File: src/rtl/pfq_pkg.sv
package pfq_pkg;
  typedef logic [7:0] byte_t;

  // width for a counter that must reach n inclusive
  function automatic int cnt_width(input int n);
    return $clog2(n + 1);
  endfunction
endpackage

File: src/rtl/pfq_fifo.sv
module pfq_fifo
  import pfq_pkg::*;
#(
  parameter int DEPTH = 4
) (
  input  logic                          clk,
  input  logic                          rst,
  input  logic                          clr,
  input  logic                          push,
  input  byte_t                         wdata,
  input  logic                          pop,
  output byte_t                         head_o,
  output logic [cnt_width(DEPTH)-1:0]   count_o
);
  localparam int PTR_W = (DEPTH > 1) ? $clog2(DEPTH) : 1;
  localparam int CNT_W = cnt_width(DEPTH);

  byte_t             mem [DEPTH];
  logic [PTR_W-1:0]  wr_ptr, rd_ptr;
  logic [CNT_W-1:0]  count_q;

  // storage without reset so it maps to distributed or block memory
  always_ff @(posedge clk) begin
    if (push) mem[wr_ptr] <= wdata;
  end

  always_ff @(posedge clk) begin
    if (rst || clr) begin
      wr_ptr  <= '0;
      rd_ptr  <= '0;
      count_q <= '0;
    end else begin
      if (push) wr_ptr <= wr_ptr + 1'b1;
      if (pop)  rd_ptr <= rd_ptr + 1'b1;
      count_q <= count_q + CNT_W'(push) - CNT_W'(pop);
    end
  end

  assign head_o  = mem[rd_ptr];
  assign count_o = count_q;

  assert_no_overflow_R3: assert property (@(posedge clk) disable iff (rst)
    count_q <= CNT_W'(DEPTH));

  assert_full_push_R3: assert property (@(posedge clk) disable iff (rst)
    (count_q == CNT_W'(DEPTH) && !clr) |-> !(push && !pop));

  assert_pop_nonempty_R6: assert property (@(posedge clk) disable iff (rst)
    pop |-> (count_q != '0));
endmodule

File: src/rtl/pfq_bus.sv
module pfq_bus #(
  parameter int ADDR_W     = 16,
  parameter int BUS_CYCLES = 4
) (
  input  logic              clk,
  input  logic              rst,
  input  logic              start,
  input  logic [ADDR_W-1:0] start_addr,
  input  logic              flush,
  output logic              busy_o,
  output logic [ADDR_W-1:0] addr_o,
  output logic              done_o,
  output logic              drop_o
);
  localparam int TMR_W = (BUS_CYCLES > 1) ? $clog2(BUS_CYCLES) : 1;
  localparam logic [TMR_W-1:0] LAST = TMR_W'(BUS_CYCLES - 1);

  logic              busy_q, drop_q;
  logic [TMR_W-1:0]  timer_q;
  logic [ADDR_W-1:0] addr_q;

  assign done_o = busy_q && (timer_q == LAST);

  always_ff @(posedge clk) begin
    if (rst) begin
      busy_q  <= 1'b0;
      timer_q <= '0;
      addr_q  <= '0;
    end else if (busy_q && !done_o) begin
      timer_q <= timer_q + 1'b1;
    end else if (start) begin
      busy_q  <= 1'b1;
      timer_q <= '0;
      addr_q  <= start_addr;
    end else begin
      busy_q  <= 1'b0;
    end
  end

  // a redirect during a fetch marks its byte for discard
  always_ff @(posedge clk) begin
    if (rst)                  drop_q <= 1'b0;
    else if (done_o)          drop_q <= 1'b0;
    else if (flush && busy_q) drop_q <= 1'b1;
  end

  assign busy_o = busy_q;
  assign addr_o = addr_q;
  assign drop_o = drop_q;

  assert_addr_stable_R2: assert property (@(posedge clk) disable iff (rst)
    (busy_q && !done_o) |=> (busy_q && $stable(addr_q)));

  assert_flush_no_abort_R8: assert property (@(posedge clk) disable iff (rst)
    (flush && busy_q && !done_o) |=> (busy_q && drop_q));
endmodule

File: src/rtl/prefetch_queue.sv
module prefetch_queue
  import pfq_pkg::*;
#(
  parameter int          ADDR_W     = 16,
  parameter int          DEPTH      = 4,
  parameter int          BUS_CYCLES = 4,
  parameter logic [15:0] RESET_VEC  = 16'hFFF0
) (
  input  logic              clk,
  input  logic              rst,
  input  logic              flush_i,
  input  logic [ADDR_W-1:0] flush_addr_i,
  output logic              out_valid_o,
  output logic [7:0]        out_byte_o,
  input  logic              out_ready_i,
  output logic              bus_busy_o,
  output logic [ADDR_W-1:0] bus_addr_o,
  input  logic [7:0]        bus_rdata_i
);
  localparam int CNT_W = cnt_width(DEPTH);
  localparam int CALC_W = CNT_W + 1;

  logic [CNT_W-1:0]  count;
  logic [CALC_W-1:0] next_cnt;
  logic              done, drop, push, pop, start;
  logic [ADDR_W-1:0] fetch_addr_q, fetch_addr_nx;
  byte_t             head;

  assign out_valid_o = (count != '0);
  assign pop  = out_valid_o && out_ready_i && !flush_i;
  assign push = done && !drop && !flush_i;

  assign next_cnt = flush_i ? '0
                  : CALC_W'(count) + CALC_W'(push) - CALC_W'(pop);
  // the in-flight byte is counted once the fetch starts, so room is checked here
  assign start = (next_cnt < CALC_W'(DEPTH));

  always_comb begin
    if (flush_i)   fetch_addr_nx = flush_addr_i;
    else if (push) fetch_addr_nx = fetch_addr_q + 1'b1;
    else           fetch_addr_nx = fetch_addr_q;
  end

  always_ff @(posedge clk) begin
    if (rst) fetch_addr_q <= ADDR_W'(RESET_VEC);
    else     fetch_addr_q <= fetch_addr_nx;
  end

  pfq_bus #(.ADDR_W(ADDR_W), .BUS_CYCLES(BUS_CYCLES)) u_bus (
    .clk(clk), .rst(rst), .start(start), .start_addr(fetch_addr_nx),
    .flush(flush_i), .busy_o(bus_busy_o), .addr_o(bus_addr_o),
    .done_o(done), .drop_o(drop)
  );

  pfq_fifo #(.DEPTH(DEPTH)) u_fifo (
    .clk(clk), .rst(rst), .clr(flush_i), .push(push), .wdata(bus_rdata_i),
    .pop(pop), .head_o(head), .count_o(count)
  );

  assign out_byte_o = head;

  assert_flush_empties_R7: assert property (@(posedge clk) disable iff (rst)
    flush_i |=> !out_valid_o);

  assert_land_visible_R9: assert property (@(posedge clk) disable iff (rst)
    push |=> out_valid_o);
endmodule

File: config.mk
export PLATFORM = sky130hd
export DESIGN_NAME = prefetch_queue
export DESIGN_NICKNAME = d
export VERILOG_FILES = /design/src/rtl/pfq_pkg.sv /design/src/rtl/pfq_fifo.sv /design/src/rtl/pfq_bus.sv /design/src/rtl/prefetch_queue.sv
export SDC_FILE = /design/constraint.sdc
export NUM_CORES = 1
export LEC_CHECK = 0
export BUFFER_PORTS_ARGS = -buffer_cell sky130_fd_sc_hd__buf_2
export CAP_MARGIN = 20
export CORE_MARGIN = 2
export CORE_UTILIZATION = 51
export CTS_CLUSTER_SIZE = 16
export DETAILED_ROUTE_END_ITERATION = 8
export PLACE_DENSITY = 0.76
export SYNTH_ARGS = -nofsm -noshare
export SYNTH_HDL_FRONTEND = slang
export SYNTH_HIERARCHICAL = 1
export SYNTH_SLANG_ARGS = --single-unit
File: constraint.sdc
create_clock -name clk -period 3.3 [get_ports clk]
set_input_delay 0.825 -clock clk [delete_from_list [all_inputs] [get_ports clk]]
set_output_delay 0.825 -clock clk [all_outputs]
set_load 0.05 [all_outputs]
; ---- After elaboration in Yosys (flattened, before gate mapping)
; Memories as Yosys holds them, arrays and structs flattened. A register that Yosys moved wholly into a read port is not among the register bits.
; Index checks and enable logic that the tools add are counted.
[word_totals]
register_bits = 43
ram_bits = 32
memories = 1
[op_classes]
addsub = 8
magnitude_cmp = 1
eq_ne = 1
muxes = 10
bitwise_logic = 1
reduce_logical = 15
[mem_list]
columns = name, words, word_bits, read_ports, rd_clocked_by_memory_dff, write_ports, line
row1 = u_fifo.mem, 4, 8, 1, 1, 1, pfq_fifo.sv:18  ; byte_t mem [DEPTH];
[ops]
columns = operator, n
row1 = $mux W16, 2
row2 = $add A16 B1 Y16 const B, 1
row3 = $mux W2, 4
row4 = $logic_and A1 B1 Y1, 7
row5 = $add A2 B1 Y2 const B, 3
row6 = $add A3 B1 Y4, 1
row7 = $lt A4 B3 Y1 const B, 1
row8 = $mux W4, 1
row9 = $sub A4 B1 Y4, 1
row10 = $add A3 B1 Y3, 1
row11 = $logic_not A1 Y1, 3
row12 = $mux W1, 3
row13 = $reduce_bool A3 Y1, 1
row14 = $sub A3 B1 Y3, 1
row15 = $eq A2 B2 Y1 const B, 1
row16 = $reduce_and A2 Y1, 1
row17 = $reduce_bool A2 Y1, 1
row18 = $reduce_or A2 Y1, 1
row19 = $logic_or A1 B1 Y1, 1
row20 = $not A1 Y1, 1

; ---- Logic depth before layout (Yosys ltp)
[logic_depth]
ltp_word = 10
mapped_depth = 17
depth_no_buf = 15

; ---- By module
; Netlist, hierarchy kept.
[modules_own_cells]
columns = mod, instances, cells_per_inst, area_each_um2
row1 = pfq_fifo, 1, 86, 1597.8
row2 = prefetch_queue, 1, 140, 1101.1
row3 = pfq_bus, 1, 90, 887.1

; ---- Worst setup path before layout
; Ideal clock, no wire load.
[synth_timing]
path_kind = input to register
start = input port flush_i
end = register u_bus.timer_q[1]
setup_time_ns = 0.068
t_arrival_ns = 3.423
slack_ns = -0.191
cell_stages = 17
cell_sequence = clkbuf_1 > clkbuf_1 > buf_1 > nor2_1 > inv_1 > ha_1 > inv_1 > ha_1 > nand2_1 > o21bai_1 > nor3_1 > a311o_1 > buf_6 > inv_6 > buf_6 > nand3_1 > a21oi_2
[synth_via]
elab_chain_cells = 7
word_cells_on_any_way = 8
[synth_rtl]
columns = element, line
row1 = "start, declared", prefetch_queue.sv:11  ; input logic flush_i,
row2 = $logic_not A1 Y1, prefetch_queue.sv:31  ; assign push = done && !drop && !flush_i;
row3 = $logic_and A1 B1 Y1, prefetch_queue.sv:31
row4 = net push, prefetch_queue.sv:25  ; logic done, drop, push, pop, start;
row5 = $add A3 B1 Y4, prefetch_queue.sv:34  ; : CALC_W'(count) + CALC_W'(push) - CALC_W'(pop);
row6 = $sub A4 B1 Y4, prefetch_queue.sv:34
row7 = $mux W4, prefetch_queue.sv:33  ; assign next_cnt = flush_i ? '0
row8 = $lt A4 B3 Y1, prefetch_queue.sv:36  ; assign start = (next_cnt < CALC_W'(DEPTH));
row9 = net start, prefetch_queue.sv:25
row10 = $reduce_bool A2 Y1 (no line), -
row11 = "end signal, assigned", pfq_bus.sv:30  ; timer_q <= timer_q + 1'b1;
row12 = "end, declared", pfq_bus.sv:19  ; logic [TMR_W-1:0] timer_q;
; The timed path passes the listed nets, and every way through them passes these cells.
; A chain may end at the register's enable or synchronous reset.

; ---- Final worst setup path
[layout_timing]
start = register u_bus.timer_q[0]
end = register u_bus.timer_q[1]
[layout_via]
elab_chain_cells = 9
word_cells_on_any_way = 13
[layout_rtl]
columns = element, line
row1 = $eq A2 B2 Y1, pfq_bus.sv:22  ; assign done_o = busy_q && (timer_q == LAST);
row2 = $logic_and A1 B1 Y1, pfq_bus.sv:22
row3 = net done, prefetch_queue.sv:25
row4 = $logic_and A1 B1 Y1 (2 in a row), prefetch_queue.sv:31
row5 = net push, prefetch_queue.sv:25
row6 = $add A3 B1 Y4, prefetch_queue.sv:34
row7 = $sub A4 B1 Y4, prefetch_queue.sv:34
row8 = $mux W4, prefetch_queue.sv:33
row9 = $lt A4 B3 Y1, prefetch_queue.sv:36
row10 = net start, prefetch_queue.sv:25
row11 = $reduce_bool A2 Y1 (no line), -
; The timed path passes the listed nets, and every way through them passes these cells.

==> flow_summary.yaml <==
finish:
  postLayoutCellArea_um2: 4050
  syn2layout_area_growth_pct: 12.9
  nets: 407
  diodes: 0
  drive_above_1_share_pct: 29.0
  stdcell_count: 468
power:
  ir_drop_uv: 188
  switchingPower_uw: 508
  power.total_uw: 1870
  clockPowerShare_pct: 33.8
  switching_share_pct: 27.2
  p_seq_share_pct: 55.8
  p_int_uw: 1360
  pwr-share-comb_pct: 10.4
  p_leak_uw: 0.00149
  p_per_area_nw_per_um2: 462
synth:
  synth_edf_count: 32
  synth.distinct_cells: 50
  synth_top_cell_area_share_pct: 26.8
  ys_warn_count: 6
  syn_inst: 316
  synth.cell_area_um2: 3590
  synth_area_leaders: "edfxtp_1 (27%), dfxtp_1 (25%), mux4_2 (5.0%)"
  async_reset_ff_share_pct: 0
  synth_nets: 356
  synth_seq_cells: 77
  synth_top_area_cell: "edfxtp_1"
  syn_area_per_cell_um2: 11.3
  ys.flop_type: "dfxtp_1"
  ys_seq_area_share_pct: 51.9
global_routing:
  antenna_found_initial: 0
  grt_first_pass_wirelength_mm: 11.4
  grt_max_degree: 28
  globalRoute.totalOverflow: 0
  grt_pass1_vias: 2419
  groute.usage.overall_pct: 19.7
critical_path:
  worstPathRequired_ns: 3.59
  crit_path_end_kind: "register"
  path_class: "register to register"
  cp.arrival_ns: 3.08
  crit_fanout: 19
  start_kind: "register"
floorplan:
  die_h_um: 87.9
  rows: 30
  die_w_um: 87.9
  initial_core_util_pct: 52.8
  num_io_pins: 54
  core_um2: 6790
  die-area_um2: 7720
detailed_routing:
  wl_met2_mm: 3.61
  drt_iter0_markers: 111
  drcViolationCount: 0
  wl_met3_um: 375
  via_per_inst: 5.39
  top_layer_used: "met4"
  m1WireLength_mm: 2.97
  wl_per_cell_um: 15.2
  vias: 2523
  drtAntennaViolNets: 0
  finalWirelength_mm: 7.13
  firstDrtPassIters: 4
clock_network:
  clockBufferDepth: 2
  clockRootBuffer: "clkbuf_8"
  clk_pin_slew_ns: 0.09
  clock-sinks: 77
  cts_inserted_buffers: 9
  postCtsHoldBufs: 0
  cts_resized: 0
  cts-htree-levels: 3
  tritoncts: "done"
  clock_latency_ns: 0.36
  cts_setup_buffers: 0
placement:
  gp_congestion: 0.787
  dp_cells: 452
  dp_hpwl_mm: 5.21
  postPlaceCellArea_um2: 3870
  port_buffers: 53
timing:
  hold_viol_final: 0
  rsz0062_at_grt: "no"
  period_share_pct: 84.5
  setup_viol_count_final: 0
  slew_viol_final: 0
  skew_ns: 0.0105
  final.min_clock_period_ns: 2.79
  totalNegativeSetupSlack_ns: 0
  fmax_mhz: 359
  relSlewSlack_pct: 55.1
  worstMarginPinSlew_ns: 0.673
hold_path:
  hold_path_class: "register to register"
run_status:
  outcome: "finished clean"
job:
  cap_viol_max_count: 0
[final timing paths]
kind,from,depth (start not counted),slack [ns],to
worst max register to register,u_bus/timer_q[0]$_SDFFE_PP0P_,15,0.51,u_bus/timer_q[1]$_SDFFE_PP0P_
worst min register to register,u_bus/addr_o[14]$_SDFFE_PP0P_,2,0.47,u_bus/addr_o[14]$_SDFFE_PP0P_
worst min-delay path,u_bus/addr_o[14]$_SDFFE_PP0P_,2,0.47,u_bus/addr_o[14]$_SDFFE_PP0P_
worst max-delay path,u_bus/timer_q[0]$_SDFFE_PP0P_,15,0.51,u_bus/timer_q[1]$_SDFFE_PP0P_
[area by class of cell]
class / count / area (um2)
sequential: 77 / 1860
multi-input combinational: 206 / 1530
inverter: 16 / 65.1
clock buffer: 10 / 128
timing repair buffer: 57 / 295
tap: 96 / 120
clock inverter: 6 / 48.8
fill: 575 / 2740
[layer usage]
layer | GRT usage, % | up-vias
li1 | - | 1249
met1 | 23.3 | 1191
met2 | 33.7 | 71
met3 | 5.28 | 12
met4 | 8.53 | 0
met5 | 0 | -
[critical path, stage by stage (launching register included)]
cell      delay, ns
dfxtp_1        0.33
ha_1           0.21
and2_2         0.24
nand2b_1       0.19
nor2_1         0.10
inv_1          0.07
ha_1           0.13
inv_1          0.04
ha_1           0.26
nand2_1        0.05
o21bai_1       0.16
nor3_1         0.07
a311o_1        0.38
inv_6          0.18
nand3_1        0.12
a21oi_2        0.17
[Yosys cell counts (all sizes together) (2+ instances only)]
library cell	instances
or4	3
nand4b	4
or2	5
nand2	21
nor4	3
nand3	19
xnor2	11
nand3b	3
o21ai	29
and2	8
dfxtp	45
ha	11
o211ai	11
clkbuf	8
mux4	8
nand2b	5
nor3	6
xor2	3
edfxtp	32
nor2	11
inv	16
mux2i	2
nor2b	3
nand4	4
buf	9
o41ai	2
a21oi	22
or3	2
[state kept, by name, summed over array words and instances (netlist names), named ones only]
signal and cells:
fetch_addr_q 16, u_bus/timer_q 2, u_fifo/rd_ptr 2, u_bus/drop_o 1
u_bus/busy_o 1, u_bus/addr_o 16, u_fifo/count_o 3, u_fifo/wr_ptr 2
u_fifo/mem 32
[logic make-up (layout without fill, tap and decap cells)]
kind of cell	after synthesis	in the layout	synth area share, %
AOI/OAI and AO/OA	68	68	12.9
xor gates and xnor gates	15	15	4.08
adders and majority gates	12	12	4.40
buffers and inverters	33	89	5.37
DFF	77	77	51.9
muxes	10	10	5.58
and+or+nand+nor	101	101	15.7
[power by group through the flow]
stage	Clock, uW	Combinational, uW	Sequential [uW]
2_1_floorplan	0	99.0	1110
5_1_grt	688	212	1050
3_5_place_dp	0	197	1060
4_1_cts	642	197	1040
6_report	632	195	1040
3_3_place_gp	0	193	1060
[cell usage in the layout, fill, tap and decap left out, drive strengths merged, types with 3 or more instances in the layout]
cell type,Yosys,layout
dfxtp,45,45
nand3,19,19
inv,16,17
nor2b,3,3
nand2b,5,5
or4,3,3
nor4,3,3
buf,9,57
clkbuf,8,10
xor2,3,3
edfxtp,32,32
nand2,21,21
or2,5,5
mux4,8,8
nor3,6,6
xnor2,11,11
a21oi,22,22
nand3b,3,3
nand4b,4,4
nor2,11,11
clkinvlp,0,3
o21ai,29,29
ha,11,11
and2,8,8
nand4,4,4
o211ai,11,11
[through the flow]
stage	hold WS, ns	setup WS [ns]	util (%)
finish	0.466	0.511	59.6
global route	0.480	0.262	59.6
CTS	0.469	0.509	59.6
detailed placement	0.453	0.311	57.0
global placement	0.451	0.371	57.0
floorplan	0.465	0.0114	-
(Power assumes the default switching activity.)
